<file path="src/rtl/packer_pkg.sv">
package packer_pkg;
  typedef enum logic [1:0] {
    PK_PAIR = 2'd0,
    PK_SCAN = 2'd1,
    PK_SOLO = 2'd2,
    PK_ALT  = 2'd3
  } pack_mode_e;

  // High half in 31:16, low half in 15:0; the marker forces bit 31
  function automatic logic [31:0] make_word(logic [15:0] lo, logic [15:0] hi, logic mk);
    return {hi[15] | mk, hi[14:0], lo};
  endfunction
endpackage

</file>
<file path="src/rtl/mark_sync.sv">
module mark_sync (
  input  logic clk,
  input  logic rst,
  input  logic mark_n_i,
  output logic mark_o
);
  logic s1, s2;

  always_ff @(posedge clk) begin
    if (rst) begin
      s1 <= 1'b0;
      s2 <= 1'b0;
    end else begin
      s1 <= ~mark_n_i;
      s2 <= s1;
    end
  end

  assign mark_o = s2;

  // a synchronized marker always reflects the pin two edges earlier
  assert_mark_latency_R7: assert property (@(posedge clk) disable iff (rst)
    mark_o |-> $past(!mark_n_i, 2));
endmodule

</file>
<file path="src/rtl/chan_fmt.sv">
module chan_fmt #(
  parameter int NCH     = 16,
  parameter int RES     = 12,
  parameter bit BIPOLAR = 1'b1
) (
  input  logic [NCH-1:0][RES-1:0] raw_i,
  output logic [NCH-1:0][15:0]    ext_o
);
  localparam int PAD = 16 - RES;

  for (genvar c = 0; c < NCH; c++) begin : g_ch
    if (PAD == 0) begin : g_full
      assign ext_o[c] = raw_i[c];
    end else if (BIPOLAR) begin : g_sign
      assign ext_o[c] = {{PAD{raw_i[c][RES-1]}}, raw_i[c]};
    end else begin : g_zero
      assign ext_o[c] = {{PAD{1'b0}}, raw_i[c]};
    end
  end
endmodule

</file>
<file path="src/rtl/scan_ctl.sv">
module scan_ctl #(
  parameter int NCH = 16,
  parameter int GRP = 8,
  parameter int GSW = 1,
  parameter int IW  = 3
) (
  input  logic           clk,
  input  logic           rst,
  input  logic           stb_i,
  input  logic           scan_i,
  input  logic [GSW-1:0] grp_i,
  output logic           busy_o,
  output logic [IW-1:0]  idx_o,
  output logic           overrun_o
);
  localparam int NGRP = NCH / GRP;

  logic [IW:0] nwords;

  always_comb begin
    if (int'(grp_i) >= NGRP - 1) nwords = (IW+1)'(NCH / 2);
    else                         nwords = (IW+1)'((int'(grp_i) + 1) * (GRP / 2));
  end

  always_ff @(posedge clk) begin
    if (rst) begin
      busy_o    <= 1'b0;
      idx_o     <= '0;
      overrun_o <= 1'b0;
    end else begin
      if (stb_i && scan_i && busy_o) overrun_o <= 1'b1;
      if (busy_o) begin
        if ({1'b0, idx_o} == nwords - 1'b1) begin
          busy_o <= 1'b0;
          idx_o  <= '0;
        end else begin
          idx_o <= idx_o + 1'b1;
        end
      end else if (stb_i && scan_i && nwords > 1) begin
        busy_o <= 1'b1;
        idx_o  <= IW'(1);
      end
    end
  end

  // once raised, overrun holds until reset
  assert_overrun_sticky_R8: assert property (@(posedge clk) disable iff (rst)
    overrun_o |=> overrun_o);
  // overrun only rises after a scan strobe met a pending scan
  assert_overrun_cause_R8: assert property (@(posedge clk) disable iff (rst)
    $rose(overrun_o) |-> $past(stb_i && scan_i && busy_o));
  // the pending word index stays inside the active word count
  assert_idx_bound_R5: assert property (@(posedge clk) disable iff (rst)
    busy_o |-> ({1'b0, idx_o} < nwords));
endmodule

</file>
<file path="src/rtl/sample_packer.sv">
module sample_packer
  import packer_pkg::*;
#(
  parameter int NCH     = 16,
  parameter int RES     = 12,
  parameter bit BIPOLAR = 1'b1,
  parameter int GRP     = 8,
  localparam int PSW    = $clog2(NCH / 2),
  localparam int GSW    = (NCH / GRP > 1) ? $clog2(NCH / GRP) : 1
) (
  input  logic                   clk,
  input  logic                   rst,
  input  logic                   smp_stb,
  input  logic [NCH*RES-1:0]     smp_data,
  input  logic [1:0]             pack_mode,
  input  logic [PSW-1:0]         pair_sel,
  input  logic [GSW-1:0]         grp_sel,
  input  logic                   mark_n,
  output logic [31:0]            wr_data,
  output logic                   wr_en,
  output logic                   overrun
);
  localparam int IW = PSW;

  pack_mode_e              md;
  logic [NCH-1:0][15:0]    ext;
  logic [NCH-1:0][15:0]    cap;
  logic                    cap_mk;
  logic                    mark_s;
  logic                    busy;
  logic [IW-1:0]           idx;
  logic                    phase;
  logic [15:0]             solo_lo;
  logic                    solo_mk;

  assign md = pack_mode_e'(pack_mode);

  mark_sync u_sync (
    .clk      (clk),
    .rst      (rst),
    .mark_n_i (mark_n),
    .mark_o   (mark_s)
  );

  chan_fmt #(.NCH(NCH), .RES(RES), .BIPOLAR(BIPOLAR)) u_fmt (
    .raw_i (smp_data),
    .ext_o (ext)
  );

  scan_ctl #(.NCH(NCH), .GRP(GRP), .GSW(GSW), .IW(IW)) u_scan (
    .clk       (clk),
    .rst       (rst),
    .stb_i     (smp_stb),
    .scan_i    (md == PK_SCAN),
    .grp_i     (grp_sel),
    .busy_o    (busy),
    .idx_o     (idx),
    .overrun_o (overrun)
  );

  always_ff @(posedge clk) begin
    if (rst) begin
      wr_en   <= 1'b0;
      wr_data <= '0;
      phase   <= 1'b0;
      solo_lo <= '0;
      solo_mk <= 1'b0;
      cap     <= '0;
      cap_mk  <= 1'b0;
    end else begin
      wr_en <= 1'b0;
      if (md != PK_SOLO) phase <= 1'b0;
      if (busy) begin
        wr_en   <= 1'b1;
        wr_data <= make_word(cap[{idx, 1'b0}], cap[{idx, 1'b1}], cap_mk);
      end else if (smp_stb) begin
        unique case (md)
          PK_SCAN: begin
            cap     <= ext;
            cap_mk  <= mark_s;
            wr_en   <= 1'b1;
            wr_data <= make_word(ext[0], ext[1], mark_s);
          end
          PK_SOLO: begin
            if (!phase) begin
              solo_lo <= ext[0];
              solo_mk <= mark_s;
              phase   <= 1'b1;
            end else begin
              wr_en   <= 1'b1;
              wr_data <= make_word(solo_lo, ext[0], solo_mk | mark_s);
              phase   <= 1'b0;
            end
          end
          default: begin
            wr_en   <= 1'b1;
            wr_data <= make_word(ext[{pair_sel, 1'b0}], ext[{pair_sel, 1'b1}], mark_s);
          end
        endcase
      end
    end
  end

  // an idle pair-mode strobe always yields a write on the next cycle
  assert_pair_write_R3: assert property (@(posedge clk) disable iff (rst)
    (smp_stb && !busy && (md == PK_PAIR || md == PK_ALT)) |=> wr_en);
  // the first strobe of a solo pair only holds the sample
  assert_solo_hold_R6: assert property (@(posedge clk) disable iff (rst)
    (smp_stb && !busy && md == PK_SOLO && !phase) |=> !wr_en);
endmodule

</file>
<file path="config.mk">
export PLATFORM = sky130hd
export DESIGN_NAME = sample_packer
export DESIGN_NICKNAME = d
export VERILOG_FILES = /design/src/rtl/packer_pkg.sv /design/src/rtl/mark_sync.sv /design/src/rtl/chan_fmt.sv /design/src/rtl/scan_ctl.sv /design/src/rtl/sample_packer.sv
export SDC_FILE = /design/constraint.sdc
export NUM_CORES = 1
export LEC_CHECK = 0
export CORE_MARGIN = 2
export CORE_UTILIZATION = 30
export DETAILED_ROUTE_END_ITERATION = 10
export SYNTH_ARGS = -nofsm -noshare
export SYNTH_HDL_FRONTEND = slang
export SYNTH_HIERARCHICAL = 1
export SYNTH_SLANG_ARGS = --single-unit
export TNS_END_PERCENT = 50
</file>
<file path="constraint.sdc">
create_clock -name clk -period 4.7 [get_ports clk]
set_input_delay 0.705 -clock clk [delete_from_list [all_inputs] [get_ports clk]]
set_output_delay 0.705 -clock clk [all_outputs]
set_load 0.01 [all_outputs]
</file>
### Yosys cells after proc, flatten, opt, wreduce, memory -nomap -nowiden

Cells that the tools add are included.

| storage, ports and cells | value |
|---|---|
| bits in registers | 247 |
| logic and storage cells | 85 |
| output and inout bits | 34 |
| input bits | 202 |

| operators by class | value |
|---|---|
| $add $sub $neg | 3 |
| reductions and logical operators | 8 |
| muxes and demuxes | 28 |
| $lt $le $gt $ge | 6 |
| equal/unequal tests | 5 |
| bitwise logic cells | 8 |

Operators with widths:

| operator | number |
|---|---|
| $bmux W16 S3 | 4 |
| $mux W32 | 3 |
| $mux W16 | 4 |
| $pmux W32 S2 | 1 |
| $lt A4 B5 Y1 const B | 4 |
| $mux W1 | 12 |
| $mux W3 | 3 |
| $or A1 B1 Y1 | 5 |
| $eq A3 B4 Y1 | 1 |
| $gt A4 B1 Y1 const B | 1 |
| $mux W4 | 1 |
| $reduce_and A4 Y1 | 1 |
| $reduce_bool A2 Y1 | 2 |
| $sub A4 B1 Y4 const B | 1 |
| $add A3 B1 Y3 const B | 1 |
| $logic_and A1 B1 Y1 | 3 |
| $ne A3 B2 Y1 const B | 1 |
| $not A1 Y1 | 3 |
| $reduce_and A3 Y1 | 1 |
| $add A1 B1 Y2 const B | 1 |
| $eq A2 B1 Y1 const B | 1 |
| $eq A2 B2 Y1 const B | 1 |
| $ne A2 B2 Y1 const B | 1 |
| $reduce_and A2 Y1 | 1 |
| $ge A1 B1 Y1 const B | 1 |

### Logic depth before layout (Yosys ltp)

| logic depth | value |
|---|---|
| depth in word-level cells | 6 |
| mapped depth | 9 |
| mapped depth without buffers | 6 |

### Modules after synthesis

The synthesis kept the hierarchy.

Modules (own cells, without submodules):

| module | seq. area each (um2) | cells an instance | area an instance (um2) | instances |
|---|---|---|---|---|
| sample_packer | 6,165.9 | 1,672 | 15,133.3 | 1 |
| chan_fmt | 0.0 | 256 | 1,921.8 | 1 |
| scan_ctl | 100.1 | 20 | 203.9 | 1 |
| mark_sync | 40.0 | 4 | 50.0 | 1 |

### Worst setup path after synthesis

No wires, ideal clock.

| path | value |
|---|---|
| path kind | in2reg |
| start | in pack_mode[0] |
| end | reg wr_data[12] |
| data required time | 4,555 ps |
| setup time | 145 ps |
| data arrival time | 2,126 ps |
| stages | 7 |
| path slack | 2,429 ps |
| buffers on the path | 1 |
| path through | inv_1 -> ha_1 -> inv_1 -> nor3_2 -> clkbuf_1 -> a22o_1 -> a2111oi_0 |

| on the way | value |
|---|---|
| longest elaborated chain between the ends | 4 |
| elaborated cells between the ends (all ways) | 7 |
| classes of those cells | eq/ne: 3; mux: 3; reduce/logical: 1 |

Ends and longest elaborated chain:

| what | line | RTL |
|---|---|---|
| from (decl) | sample_packer.sv:15 | `input logic [1:0] pack_mode,` |
| $eq A2 B2 Y1 / $eq A2 B1 Y1 (equally long branches) | sample_packer.sv:77 | `unique case (md)` |
| $pmux W32 S2 | sample_packer.sv:77 |  |
| $mux W32 | sample_packer.sv:76 | `end else if (smp_stb) begin` |
| $mux W32 | sample_packer.sv:73 | `if (busy) begin` |
| to (signal assigned) | sample_packer.sv:75 | `wr_data <= make_word(cap[{idx, 1'b0}], cap[{idx, 1'b1}], cap_mk);` |
| to (signal assigned) | sample_packer.sv:82 | `wr_data <= make_word(ext[0], ext[1], mark_s);` |
| to (signal assigned) | sample_packer.sv:91 | `wr_data <= make_word(solo_lo, ext[0], solo_mk \| mark_s);` |
| to (decl) | sample_packer.sv:19 | `output logic [31:0] wr_data,` |

Several ways; a longest one is shown, not always the timed one. The select of a mux whose other input is x is not followed.
A chain may end at the register's enable or synchronous reset.

### Final worst setup path

| path | value |
|---|---|
| start | reg u_scan.busy_o |
| end | reg cap[160] in the netlist's numbering |

| on the way | value |
|---|---|
| longest elaborated chain between the ends | 2 |

Ends and longest elaborated chain:

| what | line | RTL |
|---|---|---|
| from (decl) | scan_ctl.sv:12 | `output logic busy_o,` |
| from (signal assigned) | scan_ctl.sv:27 | `busy_o <= 1'b0;` |
| from (signal assigned) | scan_ctl.sv:34 | `busy_o <= 1'b0;` |
| from (signal assigned) | scan_ctl.sv:40 | `busy_o <= 1'b1;` |
| $not A1 Y1 (no source line) | - |  |
| $reduce_and A3 Y1 (no source line) | - |  |
| to (signal assigned) | sample_packer.sv:79 | `cap <= ext;` |
| to (decl) | sample_packer.sv:27 | `logic [NCH-1:0][15:0] cap;` |

Every way passes these cells.

==> results.md <==
- Status: finished, final reports clean
- Cts bufs inserted: 36
- Fill count: 5816
- # Post-CTS Setup Buffers: 0
- Crit path required time: 5160 ps
- Final GP Congestion: 0.8280
- Cell internal pwr: 4.936 mW
- Initial antenna violation count: 8
- Fin Clk Skew: 20.92 ps
- Routed WL: 52700 um
- Area grow syn2layout: 12.09%
- Syn Area/Cell: 8.867 um^2
- Clk pwr share: 42.7%
- Crit-path max FO: 81
- DRC Markers: 0
- Fraction of layout cells with a size suffix above 1: 10.70%
- Post-cts resize count: 0
- DR WL/cell: 19.96 um
- Routed Antenna Nets: 0
- Post-synth EDFFs: 0
- Net Sw Frac: 26.34%
- Die area: 59630 um^2
- Nets@finish: 2048
- IO Port Bufs: 235
- Sequential share of the synthesized area: 36.43%
- I/O Pins: 236
- Comb pwr share: 14.7%
- Via count: 13293
- DIE HEIGHT: 244.2 um
- Max Freq: 0.3353 GHz
- Root Buffer Master: clkbuf_16
- Die Width: 244.2 um
- Hold crit path type: register to register
- Final max-slew violation count: 0
- CTS tree: done
- Clk pin slew, worst setup/hold paths: 70 ps
- FFs w/ async S/R, synth: 0%
- Post-Syn Instances: 1952
- Seq cells post-synth: 315
- CTS sink cnt: 315
- Starting DRT DRC Count: 1070
- H-tree lvl count: 2
- Final hold violation count: 0
- Worst setup EP type: register
- Setup CP Type: register to register
- Vias per cell: 5.033
- LEAKAGE: 6.432 nW
- Cts hold-fix bufs: 0
- Clk buf depth: 3
- Overall global routing resource usage: 17.25%
- Power share of the sequential group: 42.6%
- Core Area: 57370 um^2
- 1st-pass router iterations: 5
- Syn Nets: 2157
- RSZ-0062 raised after global routing: no
- Setup TNS: 0 ps
- Largest net degree at the start of global routing: 122
- Power density over cell area: 345.4 nW/um^2
- Critical path startpoint category: register
- Vias in the first global route: 12916
- Max-cap viol count: 0
- Worst-Margin Slew: 1030 ps
- WP data arrival: 3450 ps
- Clk_lat worst skew: 560 ps
- Share of the synthesized area in the top cell type: 36.43%
- Tot Pwr: 6.702 mW
- Fin crit period: 2982 ps
- Floorplan row count: 88
- Synthesized area: 17310 um^2
- Synth warn: 6
- Post-synthesis cell type with the largest combined area: dfxtp_1
- Initial Util: 30.17%
- Setup violators final: 0
- Ranking of synthesized cells by area: dfxtp_1 (36%), mux4_2 (13%), nand2_1 (12%)
- GR Overflow Total: 0
- Tcrit/Tclk final: 63.46%
- Detailed placement HPWL: 35940 um
- Max VDD drop: 0.0002748 V
- Netlist cell types: 42
- Post-synth top flop: dfxtp_1
- P_sw: 1.766 mW
- First-pass GRT wire length: 79050 um
- Slew headroom: 31.08%
[sequential cells by signal, indices dropped and copies added, names as in the netlist]
signal            cells
cap                 256
wr_data              32
solo_lo              16
u_scan/idx_o          3
cap_mk                1
phase                 1
solo_mk               1
u_scan/busy_o         1
u_scan/overrun_o      1
u_sync/mark_o         1
u_sync/s1             1
wr_en                 1
[worst max-delay path, cell delays in order, from the launching register on]
cell	delay, ps
dfxtp_2	310
buf_4	460
nor2b_1	280
nand2_4	630
buf_4	750
nand2_1	130
a21oi_1	200
[Yosys cell counts (all sizes together), types with 15 or more instances]
library cell / n
nand2: 551
buf: 320
dfxtp: 315
a21oi: 278
mux4: 114
clkbuf: 87
mux2i: 80
nor2: 50
a22oi: 32
a2111oi: 30
a22o: 19
nand2b: 15
[worst paths after layout]
check	end	depth (start not counted)	from	slack, ps
worst max-delay path	cap[160]	6	u_scan/busy_o	1720
worst min-delay path	u_sync/mark_o	1	u_sync/s1	450
worst max register to register	cap[160]	6	u_scan/busy_o	1720
worst min register to register	u_sync/mark_o	1	u_sync/s1	450
[per-stage QoR]
step | hold WS (ps) | area, um^2 | std cells | utilization [%] | setup WS (ps)
after detailed placement | 428.6 | 18200 | 2570 | 31.72 | 1173
after global routing | 463.2 | 19400 | 2641 | 33.82 | 1483
after floorplan | 413.8 | 17310 | 1952 | - | 2429
final | 448.0 | 19400 | 2641 | 33.82 | 1718
after CTS | 451.4 | 19390 | 2635 | 33.80 | 1735
after global placement | 437.5 | 18200 | 2570 | 31.72 | 1229
[layout by cell type (no fill, tap or decap), types with 3 or more instances in the layout]
master           instances
mux2i_1                 80
buf_4                   23
clkbuf_8                 3
clkbuf_1                13
a22o_1                  19
a211oi_1                13
mux4_1                  12
buf_12                   4
bufinv_16                3
a22oi_1                 32
clkinv_8                 3
clkdlybuf4s50_1        231
a2111oi_0               23
clkinv_2                 5
nand2b_1                15
nor2b_1                  5
inv_1                    4
a2111oi_1                7
nor2_1                  49
a221oi_1                12
diode_2                  6
a21oi_1                278
dfxtp_1                311
mux4_2                 102
clkbuf_16               37
nand2_1                550
[cell type report]
cell class	instances	area, um^2	area share [%]
clock inverters	12	172.7	0.8899
multi-input cells	1225	8320	42.88
diodes	6	15.01	0.07738
flip-flops and latches	315	6316	32.55
repair buffers	261	2590	13.35
well taps	765	957.2	4.933
inverters	4	15.01	0.07738
clock buffers	53	1016	5.236
[kinds of logic (layout without fill, tap and decap cells)]
group / Yosys count / count (layout) / synth area share [%]
XOR/XNOR: 2 / 2 / 0.1012
buffers and inverters: 412 / 330 / 15.69
AND/OR/NAND/NOR: 633 / 633 / 14.25
flip-flops: 315 / 315 / 36.43
adder cells (fa/ha/maj): 3 / 3 / 0.2169
multiplexers: 194 / 194 / 19.72
AO/OA/AOI/OAI: 393 / 393 / 13.59
other: 0 / 6 / 0
[power groups by stage]
| stage | logic, mW | registers [mW] | clock network [mW] |
|---|---|---|---|
| 4_1_cts | 0.990 | 2.85 | 2.94 |
| 6_report | 0.987 | 2.85 | 2.86 |
| 5_1_grt | 1.06 | 2.87 | 3.05 |
| 2_1_floorplan | 0.709 | 2.90 | 0 |
| 3_3_place_gp | 0.974 | 2.91 | 0 |
| 3_5_place_dp | 0.987 | 2.91 | 0 |
[per-layer routing]
| layer | track usage, % | up-vias | wire length, um |
|---|---|---|---|
| met2 | 27.67 | 437 | 24980 |
| met4 | 6.456 | 4 | 1560 |
| met1 | 22.94 | 6454 | 22980 |
| met3 | 3.402 | 93 | 3153 |
| li1 | - | 6305 | - |
| met5 | 0 | - | 27 |
No activity file was read; power rests on OpenSTA's default activity.
